$ cat config.mk
export PLATFORM = sky130hd
export DESIGN_NAME = spi_fb_slave
export DESIGN_NICKNAME = d
export VERILOG_FILES = /design/src/rtl/spi_fb_pkg.sv /design/src/rtl/spi_fb_control.sv /design/src/rtl/spi_fb_datapath.sv /design/src/rtl/spi_fb_slave.sv
export SDC_FILE = /design/constraint.sdc
export NUM_CORES = 2
export LEC_CHECK = 0
export BUFFER_PORTS_ARGS = -buffer_cell sky130_fd_sc_hd__buf_2
export CAP_MARGIN = 20
export CORE_MARGIN = 10
export CORE_UTILIZATION = 60
export DETAILED_ROUTE_END_ITERATION = 10
export PLACE_DENSITY = 0.78
export REMOVE_ABC_BUFFERS = 1
export SETUP_SLACK_MARGIN = 0.05
export SKIP_LAST_GASP = 1
export SYNTH_ARGS = -nofsm -noshare
export SYNTH_HDL_FRONTEND = slang
export SYNTH_SLANG_ARGS = --single-unit
$ cat constraint.sdc
create_clock -name clk -period 6.26 [get_ports clk]
set_input_delay 0.626 -clock clk [delete_from_list [all_inputs] [get_ports clk]]
set_output_delay 0.626 -clock clk [all_outputs]
set_load 0.05 [all_outputs]
$ cat src/rtl/spi_fb_pkg.sv
package spi_fb_pkg;
  localparam int REG_AW    = 6;
  localparam int BUF_AW    = 7;
  localparam int DW        = 8;
  localparam int BIT_W     = $clog2(DW);
  localparam int REG_COUNT = 1 << REG_AW;
  localparam int BUF_DEPTH = 1 << BUF_AW;
  localparam int MAX_LEN   = BUF_DEPTH - 1;

  typedef enum logic [2:0] {RD_ZERO, RD_REG, RD_LEN, RD_BUF, RD_LQI} rdKind_t;

  typedef struct packed {
    logic              regWe;
    logic              lenWe;
    logic              bufWe;
    logic              txLoadStatus;
    logic              txLoad;
    logic              txShift;
    rdKind_t           rdKind;
    logic [REG_AW-1:0] regAddr;
    logic [BUF_AW-1:0] bufAddr;
    logic [DW-1:0]     wData;
  } ctl_t;
endpackage

$ cat src/rtl/spi_fb_control.sv
module spi_fb_control
  import spi_fb_pkg::*;
(
  input  logic              clk,
  input  logic              rstN,
  input  logic              sclk,
  input  logic              selN,
  input  logic              mosi,
  input  logic [BUF_AW-1:0] frameLen,
  output ctl_t              ctl,
  output logic              sclkLvl,
  output logic              selActive
);
  typedef enum logic [2:0] {M_CMD, M_REGW, M_REGR, M_FRW, M_FRR, M_IGN} mode_t;

  localparam logic [DW-1:0]    CNT_MAX  = '1;
  localparam logic [BIT_W-1:0] LAST_BIT = BIT_W'(DW - 1);

  logic [2:0]       sclkSync;
  logic [1:0]       selSync;
  logic [1:0]       mosiSync;
  logic             sclkRise, sclkFall, mosiBit, byteDone, inPayload, isLqi;
  logic [BIT_W-1:0] bitCnt;
  logic [DW-2:0]    rxShift;
  logic [DW-1:0]    rxByte, byteCnt, payIdx, lenExt;
  logic [REG_AW-1:0] addr;
  mode_t            mode;

  // pin synchronizers; sclk gets a third stage for edge detection
  always_ff @(posedge clk or negedge rstN) begin
    if (!rstN) begin
      sclkSync <= '0;
      selSync  <= 2'b11;
      mosiSync <= '0;
    end else begin
      sclkSync <= {sclkSync[1:0], sclk};
      selSync  <= {selSync[0], selN};
      mosiSync <= {mosiSync[0], mosi};
    end
  end

  assign sclkLvl   = sclkSync[1];
  assign sclkRise  = sclkSync[1] & ~sclkSync[2];
  assign sclkFall  = ~sclkSync[1] & sclkSync[2];
  assign selActive = ~selSync[1];
  assign mosiBit   = mosiSync[1];
  assign rxByte    = {rxShift, mosiBit};
  assign byteDone  = selActive & sclkRise & (bitCnt == LAST_BIT);

  function automatic mode_t decodeCmd(input logic [DW-1:0] c);
    if (c[7:6] == 2'b11)      return M_REGW;
    else if (c[7:6] == 2'b10) return M_REGR;
    else if (c[7:5] == 3'b011) return M_FRW;
    else if (c[7:5] == 3'b001) return M_FRR;
    else                       return M_IGN;
  endfunction

  always_ff @(posedge clk or negedge rstN) begin
    if (!rstN) begin
      mode    <= M_CMD;
      bitCnt  <= '0;
      byteCnt <= '0;
      rxShift <= '0;
      addr    <= '0;
    end else if (!selActive) begin
      mode    <= M_CMD;
      bitCnt  <= '0;
      byteCnt <= '0;
      rxShift <= '0;
    end else if (sclkRise) begin
      rxShift <= rxByte[DW-2:0];
      bitCnt  <= bitCnt + 1'b1;
      if (bitCnt == LAST_BIT) begin
        if (byteCnt != CNT_MAX) byteCnt <= byteCnt + 1'b1;
        if (mode == M_CMD) begin
          mode <= decodeCmd(rxByte);
          addr <= rxByte[REG_AW-1:0];
        end
      end
    end
  end

  // byteCnt is the 0-based index of the byte in flight: 0 command, 1 length, 2.. payload
  assign payIdx    = byteCnt - DW'(2);
  assign lenExt    = DW'(frameLen);
  assign inPayload = (byteCnt >= DW'(2)) && (payIdx < lenExt);
  assign isLqi     = (byteCnt >= DW'(2)) && (payIdx == lenExt);

  always_comb begin
    ctl              = '0;
    ctl.wData        = rxByte;
    ctl.regAddr      = addr;
    ctl.bufAddr      = payIdx[BUF_AW-1:0];
    ctl.regWe        = byteDone && (mode == M_REGW) && (byteCnt == DW'(1));
    ctl.lenWe        = byteDone && (mode == M_FRW) && (byteCnt == DW'(1));
    ctl.bufWe        = byteDone && (mode == M_FRW) && inPayload;
    ctl.txLoadStatus = !selActive;
    ctl.txLoad       = selActive && sclkFall && (bitCnt == '0) && (byteCnt != '0);
    ctl.txShift      = selActive && sclkFall && (bitCnt != '0);
    ctl.rdKind       = RD_ZERO;
    if (mode == M_REGR && byteCnt == DW'(1)) begin
      ctl.rdKind = RD_REG;
    end else if (mode == M_FRR) begin
      if (byteCnt == DW'(1)) ctl.rdKind = RD_LEN;
      else if (inPayload)    ctl.rdKind = RD_BUF;
      else if (isLqi)        ctl.rdKind = RD_LQI;
    end
  end
endmodule

$ cat src/rtl/spi_fb_datapath.sv
module spi_fb_datapath
  import spi_fb_pkg::*;
(
  input  logic              clk,
  input  logic              rstN,
  input  ctl_t              ctl,
  input  logic [DW-1:0]     phyStatus,
  input  logic [DW-1:0]     linkQuality,
  output logic              miso,
  output logic [BUF_AW-1:0] frameLen
);
  logic [DW-1:0] regFile  [REG_COUNT];
  logic [DW-1:0] frameBuf [BUF_DEPTH];
  logic [DW-1:0] txReg, nextByte;
  logic [BUF_AW-1:0] clippedLen;

  assign clippedLen = (ctl.wData > DW'(MAX_LEN)) ? BUF_AW'(MAX_LEN) : ctl.wData[BUF_AW-1:0];

  always_ff @(posedge clk or negedge rstN) begin
    if (!rstN) begin
      for (int i = 0; i < REG_COUNT; i++) regFile[i] <= '0;
    end else if (ctl.regWe) begin
      regFile[ctl.regAddr] <= ctl.wData;
    end
  end

  always_ff @(posedge clk) begin
    if (ctl.bufWe) frameBuf[ctl.bufAddr] <= ctl.wData;
  end

  always_ff @(posedge clk or negedge rstN) begin
    if (!rstN)          frameLen <= '0;
    else if (ctl.lenWe) frameLen <= clippedLen;
  end

  always_comb begin
    case (ctl.rdKind)
      RD_REG:  nextByte = regFile[ctl.regAddr];
      RD_LEN:  nextByte = DW'(frameLen);
      RD_BUF:  nextByte = frameBuf[ctl.bufAddr];
      RD_LQI:  nextByte = linkQuality;
      default: nextByte = '0;
    endcase
  end

  always_ff @(posedge clk or negedge rstN) begin
    if (!rstN)                 txReg <= '0;
    else if (ctl.txLoadStatus) txReg <= phyStatus;
    else if (ctl.txLoad)       txReg <= nextByte;
    else if (ctl.txShift)      txReg <= {txReg[DW-2:0], 1'b0};
  end

  assign miso = txReg[DW-1];
endmodule

$ cat src/rtl/spi_fb_slave.sv
module spi_fb_slave
  import spi_fb_pkg::*;
(
  input  logic          clk,
  input  logic          rstN,
  input  logic          sclk,
  input  logic          selN,
  input  logic          mosi,
  input  logic [DW-1:0] phyStatus,
  input  logic [DW-1:0] linkQuality,
  output logic          miso
);
  ctl_t              ctl;
  logic [BUF_AW-1:0] frameLen;
  logic              sclkLvl, selActive;

  spi_fb_control u_ctrl (
    .clk(clk), .rstN(rstN), .sclk(sclk), .selN(selN), .mosi(mosi),
    .frameLen(frameLen), .ctl(ctl), .sclkLvl(sclkLvl), .selActive(selActive)
  );

  spi_fb_datapath u_dp (
    .clk(clk), .rstN(rstN), .ctl(ctl), .phyStatus(phyStatus),
    .linkQuality(linkQuality), .miso(miso), .frameLen(frameLen)
  );
endmodule

==> summary.md <==
| Metric | Value |
|---|---|
| Die area | 123000 sq um |
| First-pass DRT Iterations | 6 |
| Lkg Pwr | 27.3 nW |
| HPWL Detailed | around 100000 um |
| Req. time, crit path | approximately 6.7 ns |
| Utilization after layout | 66.6% |
| Port Buffers | 21 |
| Worst path most repeated cell | nand2_1 |
| Worst setup endpoint | u_dp.frameBuf[24][0] |
| Post-route DRC | 0 |
| Critical R2R Launch | u_ctrl.byteCnt[2] |
| R2R depth | 13 |
| Final WL | about 170000 um |
| Gr usage total | approximately 28% |
| Register area share after synthesis | 68.2% |
| Top FF cell, synth | edfxtp_1 |
| Filler cells | between 7000 and 8000 |
| Commonest non-fill, non-tap cell in the layout | edfxtp_1 |
| Max-cap violation count | 0 |
| RSZ-0062 raised after global routing | false |
| IO Pins | 22 |
| Largest net degree at the start of global routing | slightly below 200 |
| Max clock buf depth | 3 |
| CP Cell Sequence | or2_1 > or4_1 > xor2_1 > inv_1 > ha_1 > nand3_1 > a31oi_1 > o211ai_1 > nand2_1 > nor4_1 > nand2_1 > buf_4 > nor2_1 |
| Layout cells sized above 1 | between 30 and 40% |
| Starting Density | between 60% and 70% |
| First-pass GRT wire length | 256000 um |
| DIE HEIGHT | about 350 um |
| Die Width | ~350 um |
| Overflow after GRT | 0 |
| WL per Instance | 31.3 um |
| Final slew viol count | 0 |
| Initial antenna violation count | 1 |
| Crit path max-delay cell type | nand2_1 |
| Relative slew slack | between 20% and 30% |
| Critical path peak fanout | 12 |
| Total power | between 0.02 and 0.025 W |
| Synth Register Bits | 1585 |
| Crit path DAT | ~6.2 ns |
| P per Cell Area | around 290 nW/um^2 |
| Iter 0 DRT Violations | slightly above 5000 |
| Post-CTS Setup Inserts | 0 |
| Slew @ Worst Pin | 1.10 ns |
| Setup crit start | u_ctrl.byteCnt[2] |
| Mapped Avg Cell Area | roughly 17 sq um |
| CTS root buf | clkbuf_16 |
| Gpl congestion | roughly 0.96 |
| Startpoint Class | flop |
| Status | finished clean |
| Slowest stage delay, CP | 0.73 ns |
| Clk_lat worst skew | between 0.7 and 0.8 ns |
| EDFF count, synth | roughly 1000 |
| Final hold violations | 0 |
| Worst R2R Setup Slack | 0.46 ns |
| Vias per cell | between 6 and 7 |
| TritonCTS Buffers | 157 |
| Critical path class | flop to flop |
| Worst hold path type | input pin to flop |
| Clock Sinks | 1585 |
| CP endpoint kind | flop |
| Setup TNS | 0 ns |
| Post-Syn Instances | 3890 |
| CORE AREA | between 100000 and 150000 sq um |
| Final setup fails | 0 |
| Htree depth | 4 |
| CTS tree | yes |
| Post-cts sizing count | 0 |
| Final ANT Viol Nets | 0 |
| Leading cell types in the layout, fill and taps excluded | 1024 x edfxtp_1, 546 x dfrtp_1, 534 x mux2_2 |
| Final #Nets | between 3000 and 4000 |
| Mapped cell area | 65700 sq um |
| CTS Hold Buffers Added | 4 |
| Skew final | ~0.027 ns |
| Tcrit/Tclk final | 92.6% |
| Vias in the first global route | about 38000 |
| Post-synth cell types | 85 |
| Maximum VDD drop | approximately 330 uV |
| Tmin final | between 5 and 6 ns |
| Via count | 38000 |
| FMAX | around 170 MHz |
| Post-synth ARST share | 35.4% |
| Synthesis Warnings | 0 |
| # rows | 121 |
| Area grow syn2layout | 10.3% |
| RR Endpoint | u_dp.frameBuf[24][0] |
| Worst-path clk slew | about 0.060 ns |
per-layer routing:
| metal | up-vias | global-route usage [%] | routed length, um |
|---|---|---|---|
| li1 | 15400 | - | - |
| met1 | 19700 | 38.7 | 66100 |
| met2 | 2402 | 42.7 | 79800 |
| met3 | 430 | 6.96 | 17700 |
| met4 | 2 | 11.0 | 7110 |
| met5 | - | 0 | 12 |
state kept, by name, summed over array words and instances, names as in the netlist:
name	flops
u_ctrl.addr	6
u_ctrl.bitCnt	3
u_ctrl.byteCnt	8
u_ctrl.mode	3
u_ctrl.mosiSync	2
u_ctrl.rxShift	7
u_ctrl.sclkSync	3
u_ctrl.selSync	2
u_dp.frameBuf	1024
u_dp.frameLen	7
u_dp.regFile	512
u_dp.txReg	8
worst max-delay path: cells and delay by family (launching register included):
| family | cells | cell delay (ns) |
|---|---|---|
| AND/OR/NAND/NOR | 7 | 3.11 |
| buffers and inverters | 2 | 0.73 |
| flip-flops | 1 | 0.53 |
| XOR/XNOR | 1 | 0.45 |
| adder cells (fa/ha/maj) | 1 | 0.35 |
| AO/OA/AOI/OAI | 2 | 0.24 |
cells by family after synthesis:
group                      count (synthesis)  share of synthesized area (%)
muxes                                    919                           19.5
xor gates and xnor gates                   9                          0.120
adders and majority gates                 19                          0.362
and+or+nand+nor                          529                           3.88
DFF                                     1585                           68.2
buffers and inverters                    272                           1.87
AOI/OAI and AO/OA                        557                           6.06
power breakdown:
group,total [W],internal (W),switching (W)
combinational,0.000166,0.0000264,0.000140
clock,0.00940,0.00538,0.00403
sequential,0.0111,0.0111,0.0000169
total,0.0207,0.0165,0.00418
through the flow:
stage | hold WS (ns) | setup WS (ns) | cell area (sq um) | cells
floorplan | 0.330 | -8.37 | 64500 | 3642
global placement | 0.334 | 0.972 | 67200 | 5156
detailed placement | 0.336 | 0.703 | 67200 | 5156
CTS | 0.204 | 0.633 | 72400 | 5446
global route | 0.245 | 0.226 | 72400 | 5447
finish | 0.248 | 0.463 | 72400 | 5448
worst min path at each step:
stage | startpoint | endpoint | slack [ns] | cells after the start
finish | linkQuality[7] | u_dp.txReg[7] | 0.25 | 3
CTS | linkQuality[7] | u_dp.txReg[7] | 0.20 | 3
detailed placement | u_ctrl.mosiSync[0] | u_ctrl.mosiSync[1] | 0.34 | 0
global placement | u_ctrl.mosiSync[0] | u_ctrl.mosiSync[1] | 0.33 | 0
global route | linkQuality[7] | u_dp.txReg[7] | 0.25 | 3
floorplan | rstN | u_ctrl.addr[0] | 0.33 | 0
synth_stat cells (all sizes together) (4+ instances only):
| library cell | count | area share (%) |
|---|---|---|
| a41o | 5 | 0.076 |
| ha | 19 | 0.36 |
| o211ai | 12 | 0.14 |
| or4 | 4 | 0.051 |
| nand2b | 9 | 0.086 |
| nand3 | 17 | 0.13 |
| o22a | 6 | 0.080 |
| and3b | 5 | 0.067 |
| buf | 120 | 1.0 |
| and2 | 5 | 0.048 |
| dfrtp | 559 | 21 |
| edfxtp | 1024 | 47 |
| mux2 | 535 | 9.2 |
| clkbuf | 128 | 0.73 |
| o22ai | 19 | 0.18 |
| nand4 | 12 | 0.11 |
| o21ai | 100 | 0.77 |
| a22o | 31 | 0.41 |
| inv | 24 | 0.14 |
| a21oi | 55 | 0.42 |
| a221oi | 44 | 0.60 |
| nor4 | 14 | 0.14 |
| a22oi | 176 | 2.0 |
| a211o | 4 | 0.055 |
| and3 | 14 | 0.13 |
| a221o | 12 | 0.18 |
| xnor2 | 5 | 0.067 |
| mux4 | 234 | 8.0 |
| a31oi | 27 | 0.26 |
| a32oi | 5 | 0.067 |
| nor2 | 204 | 1.2 |
| nor3 | 9 | 0.076 |
| nand3b | 7 | 0.080 |
| xor2 | 4 | 0.053 |
| mux2i | 150 | 2.3 |
| o21a | 6 | 0.069 |
| a211oi | 5 | 0.057 |
| or2 | 4 | 0.038 |
| nand2 | 200 | 1.4 |
| nor2b | 11 | 0.10 |
| a41oi | 16 | 0.21 |
| o2111ai | 7 | 0.093 |
area by class of cell:
cell class	count	area, sq um	share of cell area [%]
diodes	1	2.50	0.00346
clock buffers	212	4330	5.98
clock inverters	74	782	1.08
inverters	24	90.1	0.124
multi-input cells	2033	19700	27.2
flip-flops and latches	1585	44800	61.9
well taps	1414	1770	2.44
repair buffers	105	888	1.23
Power figures use the tool's default switching activity.
